**src/rtl/csd_fir_pkg.sv**
```systemverilog
package csd_fir_pkg;

    // Smallest power of two weight is 2^-FRAC_BITS; coefficients are integers in those units.
    localparam int FRAC_BITS = 10;

    typedef enum logic [1:0] {
        SG_NONE = 2'b00,
        SG_POS  = 2'b01,
        SG_NEG  = 2'b11
    } csd_sign_e;

    typedef struct packed {
        csd_sign_e  sgn;
        logic [3:0] exp;
    } csd_digit_t;

    typedef struct packed {
        csd_digit_t hi;   // second digit, honoured on central taps only
        csd_digit_t lo;   // primary digit, present on every tap
    } csd_tap_t;

    localparam int DFLT_UNIQ = 25;

    function automatic csd_sign_e to_sign(input int s);
        if (s > 0) return SG_POS;
        if (s < 0) return SG_NEG;
        return SG_NONE;
    endfunction

    // Default table for span 6, oversampling 8: index 0 outermost, index 24 centre.
    function automatic csd_tap_t [DFLT_UNIQ-1:0] dflt_table();
        int s0 [DFLT_UNIQ] = '{-1,-1,-1, 1, 1, 1, 1, 1, 1,-1,-1,-1,-1,-1,-1, 1, 1, 1, 1, 1, 1, 1, 1, 1, 1};
        int e0 [DFLT_UNIQ] = '{ 7, 8, 9, 8, 7, 6, 6, 6, 7, 8, 6, 5, 5, 5, 6, 6, 4, 3, 3, 2, 2, 1, 1, 1, 1};
        int s1 [DFLT_UNIQ] = '{ 0, 0, 0, 0, 0, 0, 0, 0, 0, 0, 0, 0,-1, 1, 1, 1, 1, 1, 1,-1, 1,-1,-1, 1, 1};
        int e1 [DFLT_UNIQ] = '{ 0, 0, 0, 0, 0, 0, 0, 0, 0, 0, 0, 0, 7, 8, 9, 8, 6, 6, 5, 6, 5, 3, 4, 4, 3};
        csd_tap_t [DFLT_UNIQ-1:0] t;
        for (int u = 0; u < DFLT_UNIQ; u++) begin
            t[u].lo.sgn = to_sign(s0[u]);
            t[u].lo.exp = 4'(e0[u]);
            t[u].hi.sgn = to_sign(s1[u]);
            t[u].hi.exp = 4'(e1[u]);
        end
        return t;
    endfunction

    localparam csd_tap_t [DFLT_UNIQ-1:0] DFLT_COEF = dflt_table();

endpackage

```
**src/rtl/csd_fold_line.sv**
```systemverilog
module csd_fold_line #(
    parameter int IN_W  = 12,
    parameter int NTAPS = 49,
    localparam int NUNIQ = (NTAPS + 1) / 2,
    localparam int PW    = IN_W + 1
) (
    input  logic                       clk,
    input  logic                       rst,
    input  logic                       step,
    input  logic [IN_W-1:0]            din,
    output logic [NUNIQ-1:0][PW-1:0]   pre
);
    logic [NTAPS-1:0][IN_W-1:0] hist;
    logic [NTAPS-1:0][IN_W-1:0] win;

    // Window as it will be after this step: newest sample at index 0.
    always_comb begin
        win[0] = din;
        for (int k = 1; k < NTAPS; k++) win[k] = hist[k-1];
    end

    always_ff @(posedge clk) begin
        if (rst)       hist <= '0;
        else if (step) hist <= win;
    end

    // Mirrored taps share a coefficient, so their samples are summed first.
    for (genvar u = 0; u < NUNIQ; u++) begin : g_fold
        if (u == NUNIQ - 1) begin : g_mid
            assign pre[u] = {win[u][IN_W-1], win[u]};
        end else begin : g_pair
            assign pre[u] = {win[u][IN_W-1], win[u]} + {win[NTAPS-1-u][IN_W-1], win[NTAPS-1-u]};
        end
    end
endmodule

```
**src/rtl/csd_shift_sum.sv**
```systemverilog
module csd_shift_sum
    import csd_fir_pkg::*;
#(
    parameter int IN_W    = 12,
    parameter int NTAPS   = 49,
    parameter int CENTRAL = 13,
    parameter int ACC_W   = 31,
    localparam int NUNIQ  = (NTAPS + 1) / 2,
    localparam int PW     = IN_W + 1,
    localparam int NOUTER = NUNIQ - CENTRAL,
    parameter csd_tap_t [NUNIQ-1:0] COEF = DFLT_COEF
) (
    input  logic [NUNIQ-1:0][PW-1:0] pre,
    output logic signed [ACC_W-1:0]  acc
);
    logic signed [ACC_W-1:0] grp;

    function automatic logic signed [ACC_W-1:0] sx(input logic [PW-1:0] v);
        return {{(ACC_W-PW){v[PW-1]}}, v};
    endfunction

    function automatic logic signed [ACC_W-1:0] term(input logic [PW-1:0] v, input csd_digit_t d);
        logic signed [ACC_W-1:0] m;
        if (int'(d.exp) > FRAC_BITS) return '0;
        m = sx(v) <<< (FRAC_BITS - int'(d.exp));
        if (d.sgn == SG_POS) return m;
        if (d.sgn == SG_NEG) return -m;
        return '0;
    endfunction

    always_comb begin
        acc = '0;
        grp = '0;
        // Outer taps: single digit each; taps with equal exponent share one shifter.
        for (int e = 0; e <= FRAC_BITS; e++) begin
            grp = '0;
            for (int u = 0; u < NOUTER; u++) begin
                if (int'(COEF[u].lo.exp) == e) begin
                    if (COEF[u].lo.sgn == SG_POS)      grp = grp + sx(pre[u]);
                    else if (COEF[u].lo.sgn == SG_NEG) grp = grp - sx(pre[u]);
                end
            end
            acc = acc + (grp <<< (FRAC_BITS - e));
        end
        // Central taps: two signed digits each.
        for (int u = NOUTER; u < NUNIQ; u++) begin
            acc = acc + term(pre[u], COEF[u].lo) + term(pre[u], COEF[u].hi);
        end
    end
endmodule

```
**src/rtl/csd_round_sat.sv**
```systemverilog
module csd_round_sat #(
    parameter int ACC_W     = 31,
    parameter int OUT_W     = 16,
    parameter int OUT_SHIFT = 6
) (
    input  logic signed [ACC_W-1:0] acc,
    output logic [OUT_W-1:0]        y
);
    localparam logic signed [ACC_W-1:0] MAXV = {{(ACC_W-OUT_W+1){1'b0}}, {(OUT_W-1){1'b1}}};
    localparam logic signed [ACC_W-1:0] MINV = {{(ACC_W-OUT_W+1){1'b1}}, {(OUT_W-1){1'b0}}};

    logic signed [ACC_W-1:0] scaled;

    if (OUT_SHIFT == 0) begin : g_noshift
        assign scaled = acc;
    end else begin : g_shift
        localparam logic signed [ACC_W-1:0] HALF = ACC_W'(1) << (OUT_SHIFT - 1);
        assign scaled = (acc + HALF) >>> OUT_SHIFT;
    end

    always_comb begin
        if (scaled > MAXV)      y = MAXV[OUT_W-1:0];
        else if (scaled < MINV) y = MINV[OUT_W-1:0];
        else                    y = scaled[OUT_W-1:0];
    end
endmodule

```
**src/rtl/csd_pulse_fir.sv**
```systemverilog
module csd_pulse_fir
    import csd_fir_pkg::*;
#(
    parameter int IN_W      = 12,
    parameter int OUT_W     = 16,
    parameter int SPAN      = 6,
    parameter int OS        = 8,
    parameter int UPS       = 8,
    parameter int CENTRAL   = 13,
    parameter int OUT_SHIFT = 6,
    localparam int NTAPS    = OS * SPAN + 1,
    localparam int NUNIQ    = (NTAPS + 1) / 2,
    parameter csd_tap_t [NUNIQ-1:0] COEF = DFLT_COEF
) (
    input  logic             clk,
    input  logic             rst,
    input  logic             in_valid,
    output logic             in_ready,
    input  logic [IN_W-1:0]  in_data,
    output logic             out_valid,
    input  logic             out_ready,
    output logic [OUT_W-1:0] out_data
);
    localparam int PW    = IN_W + 1;
    localparam int ACC_W = PW + FRAC_BITS + $clog2(NTAPS) + 2;
    localparam int PHW   = (UPS > 1) ? $clog2(UPS) : 1;

    logic [PHW-1:0]            phase;
    logic                      at_sym, room, adv;
    logic [IN_W-1:0]           din;
    logic [NUNIQ-1:0][PW-1:0]  pre;
    logic signed [ACC_W-1:0]   acc;
    logic [OUT_W-1:0]          y;

    assign at_sym   = (phase == '0);
    assign room     = !out_valid || out_ready;
    assign in_ready = at_sym && room;
    assign adv      = room && (at_sym ? in_valid : 1'b1);
    assign din      = at_sym ? in_data : '0;

    csd_fold_line #(.IN_W(IN_W), .NTAPS(NTAPS)) line_i (
        .clk(clk), .rst(rst), .step(adv), .din(din), .pre(pre)
    );

    csd_shift_sum #(.IN_W(IN_W), .NTAPS(NTAPS), .CENTRAL(CENTRAL), .ACC_W(ACC_W), .COEF(COEF)) sum_i (
        .pre(pre), .acc(acc)
    );

    csd_round_sat #(.ACC_W(ACC_W), .OUT_W(OUT_W), .OUT_SHIFT(OUT_SHIFT)) rnd_i (
        .acc(acc), .y(y)
    );

    always_ff @(posedge clk) begin
        if (rst) begin
            phase     <= '0;
            out_valid <= 1'b0;
            out_data  <= '0;
        end else if (adv) begin
            phase     <= (phase == PHW'(UPS - 1)) ? '0 : phase + 1'b1;
            out_valid <= 1'b1;
            out_data  <= y;
        end else if (out_ready) begin
            out_valid <= 1'b0;
        end
    end
endmodule

```
**config.mk**
```make
export PLATFORM = sky130hd
export DESIGN_NAME = csd_pulse_fir
export DESIGN_NICKNAME = d
export VERILOG_FILES = /design/src/rtl/csd_fir_pkg.sv /design/src/rtl/csd_fold_line.sv /design/src/rtl/csd_shift_sum.sv /design/src/rtl/csd_round_sat.sv /design/src/rtl/csd_pulse_fir.sv
export SDC_FILE = /design/constraint.sdc
export NUM_CORES = 2
export LEC_CHECK = 0
export ABC_AREA = 1
export BUFFER_PORTS_ARGS = -buffer_cell sky130_fd_sc_hd__buf_2
export CORE_AREA = 4 4 353 355
export CTS_BUF_LIST = sky130_fd_sc_hd__clkbuf_4
export CTS_CLUSTER_DIAMETER = 60
export DETAILED_ROUTE_END_ITERATION = 10
export DIE_AREA = 0 0 357 359
export GPL_TIMING_DRIVEN = 1
export PLACE_DENSITY = 0.55
export SLEW_MARGIN = 40
export SYNTH_ARGS = -nofsm -noshare
export SYNTH_HDL_FRONTEND = slang
export SYNTH_SLANG_ARGS = --single-unit
```
**constraint.sdc**
```tcl
create_clock -name clk -period 15.2 [get_ports clk]
set_clock_uncertainty 0.15 [all_clocks]
set_input_delay 3.04 -clock clk [delete_from_list [all_inputs] [get_ports clk]]
set_output_delay 3.04 -clock clk [all_outputs]
set_load 0.03 [all_outputs]
```
==> results.txt <==
----------------------------------------------------
[Clocking]
  Clk root buf ... sky130_fd_sc_hd__clkbuf_4
  Clk buf depth ... 3
  Clock slew seen by the registers of the worst setup and hold paths ... roughly 0.070 ns
  Worst-Skew Late Latency ... 1.16 ns
  CTS tree ... yes
  Post-CTS resize count ... 0
  Setup repair bufs after CTS ... 0
  Post-CTS Hold Fix Bufs ... 0
  Count of clock tree sinks ... roughly 600
  Number of CTS-inserted buffers ... 172
  Level count of the clock H-tree ... 4

[STA]
  Maximum achievable frequency ... approximately 72 MHz
  RSZ-0062 raised after global routing ... false
  Sum of negative setup slack ... 0 ns
  Actual slew at the worst max-slew pin ... 0.926 ns
  Pins over their slew limit ... 0
  Clock period minus worst slack ... roughly 14 ns
  Count of endpoints failing hold in the final timing report ... 0
  Post-route clock period utilization ... approximately 90%
  Remaining max-slew budget at the tightest pin ... a little under two fifths
  Endpoints failing setup ... 0

[Finish]
  Commonest cells after routing, fill and taps aside ... sky130_fd_sc_hd__inv_1, sky130_fd_sc_hd__nor2_1, sky130_fd_sc_hd__fa_1
  Signed area change from the synthesized netlist to the final layout ... 8.04%
  Share of cells above drive strength 1 ... roughly 6.5%
  Number of nets at the end of the flow ... a little under 7k
  Sequential cell area ... between 10,000 and 15,000 µm²
  Most common cell after layout, fill and taps aside ... sky130_fd_sc_hd__inv_1
  Area of the multi-input gates ... ~31,000 µm²
  Fill cell count ... between 10k and 15k

[Floorplan]
  Height of the die ... between 300 and 400 µm
  Starting density of the core ... between 30% and 40%
  Total die area ... ~130,000 µm²
  Number of cell rows ... about 130
  Number of primary I/O pins ... 34
  Horizontal extent of the die ... approximately 360 µm
  Core ar. ... 121,000 µm²

[Placement]
  Count of buffers inserted at the top-level ports ... 33
  Placer's final routability congestion estimate ... 0.881
  Detailed placer's ending HPWL ... 102,000 µm

[Routing]
  Aggregate routed wire length ... between 100,000 and 150,000 µm
  Post-route ant nets ... 0
  Vias per cell ... ~4.8
  Via count of the routed design ... 36.2k
  Post-route DRC ... 0
  Number of optimization iterations in the first detailed-route pass ... 5
  Detailed router's first-iteration violation count ... 2,014
  Routed len/inst ... ~17 µm

[GRT]
  Initial antenna violation count ... 3
  Pin count of the biggest net entering global routing ... 226
  Remaining Overflow, GRT ... 0
  Number of global-route vias before repair ... about 37k
  All-layer global routing usage ... 20.5%
  Wire length of the first global-routing pass ... around 210,000 µm

[Yosys]
  Number of enable-type register cells in the synthesized netlist ... 0
  Cell area after synthesis ... slightly below 50,000 µm²
  Top FF cell, synth ... sky130_fd_sc_hd__dfxtp_1
  Post-synthesis average cell area ... around 8.5 µm²
  Share of flip-flops with an asynchronous set or reset after synthesis ... 0%
  Syn. warnings ... 0
  Biggest area consumer among synthesized cells ... sky130_fd_sc_hd__fa_1
  Count of mapped cells out of synthesis ... 5,698
  Distinct cell type count after synthesis ... 53
  Ranking of synthesized cells by area ... sky130_fd_sc_hd__fa_1, sky130_fd_sc_hd__dfxtp_1, sky130_fd_sc_hd__ha_1
  Sequential element share of the synthesized area ... between 20% and 30%
  Synthesized net count ... ~6.7k
  Number of storage elements in the synthesis netlist ... between 500 and 600
  Synth top area share ... between 20% and 30%

[Run status]
  Run status ... completed

[Setup path]
  Critical setup path kind ... primary input to flop
  Crit path max fanout ... 12
  Required arrival time at the worst endpoint ... 16.04 ns
  Slowest cell on crit path ... sky130_fd_sc_hd__fa_1
  Type of destination of the critical path ... flop
  Largest stage delay on the critical path ... 0.56 ns
  Startpoint type of the worst setup path ... primary input
  Arr. time, crit path ... around 15 ns
  Most common cell on crit path ... sky130_fd_sc_hd__fa_1

[Worst hold path]
  Worst Hold Class ... flop to flop

[Flow run]
  Max-cap viol count ... 0

----------------------------------------------------
## critical path, delay by kind of cell
family / cells / cell delay (ns)
compound gates: 13 / 2.52
xor+xnor: 1 / 0.31
fa+ha+maj: 15 / 6.73
buf+inv: 12 / 0.97
simple gates: 11 / 1.20
## per-stage QoR
step                      hold WS (ns)  setup WS [ns]  cell area [µm²]  utilization (%)  cells
after floorplan                  0.294           1.46            48200                -   5698
after global routing             0.339          0.415            52100             42.9   7478
final                            0.313           1.25            52100             42.9   7480
after CTS                        0.297           1.38            52000             42.9   7472
after global placement           0.311          0.149            49900             41.1   7179
after detailed placement         0.312          0.132            49900             41.1   7181
## worst paths after layout
check / from / endpoint / slack (ns) / cells after the start
min: line_i.hist[17] / line_i.hist[29] / 0.31 / 2
max: in_data[0] / out_data[5] / 1.25 / 52
min reg2reg: line_i.hist[17] / line_i.hist[29] / 0.31 / 2
max reg2reg: phase[1] / out_data[15] / 2.31 / 57
## synthesized netlist by cell type, drive strengths merged, types with 12 or more instances
| cell | instances |
|---|---|
| dfxtp | 596 |
| nor2 | 759 |
| fa | 649 |
| nor3 | 29 |
| o21bai | 57 |
| or2 | 18 |
| nand4 | 14 |
| a21oi | 496 |
| a22oi | 12 |
| nand2 | 349 |
| inv | 1143 |
| nand3 | 97 |
| clkbuf | 191 |
| xnor2 | 56 |
| ha | 370 |
| xor2 | 155 |
| o21ai | 655 |
## final cells by class
class                           count  share of cell area (%)
Antenna cell                        6                  0.0288
Inverter                         1144                    8.30
Multi-Input combinational cell   3760                    60.0
Clock inverter                     65                   0.781
Sequential cell                   596                    22.9
Clock buffer                      226                    3.26
Timing Repair Buffer               58                   0.860
Tap cell                         1625                    3.90
## sequential cells by signal, summed over array words and instances (netlist names)
name	count
line_i.pre	12
line_i.hist	564
phase	3
out_data	16
out_valid	1
## metal layers
| metal | share of wire (%) | vias to the layer above | global-route usage [%] |
|---|---|---|---|
| met5 | 0.010 | - | 0 |
| met4 | 2.2 | 2 | 5.50 |
| met3 | 3.6 | 168 | 2.92 |
| met2 | 48 | 579 | 33.8 |
| met1 | 47 | 17500 | 28.1 |
| li1 | - | 17900 | - |
## cells by family after synthesis
kind of cell	share of synthesized area [%]
AO/OA/AOI/OAI	13.7
buffers and inverters	10.5
AND/OR/NAND/NOR	10.7
XOR/XNOR	3.83
flip-flops	24.7
adder cells (fa/ha/maj)	36.5
Power is left out: the tool's default activity adds up to more than one toggle a clock period on the data nets, which glitch-free logic cannot reach.
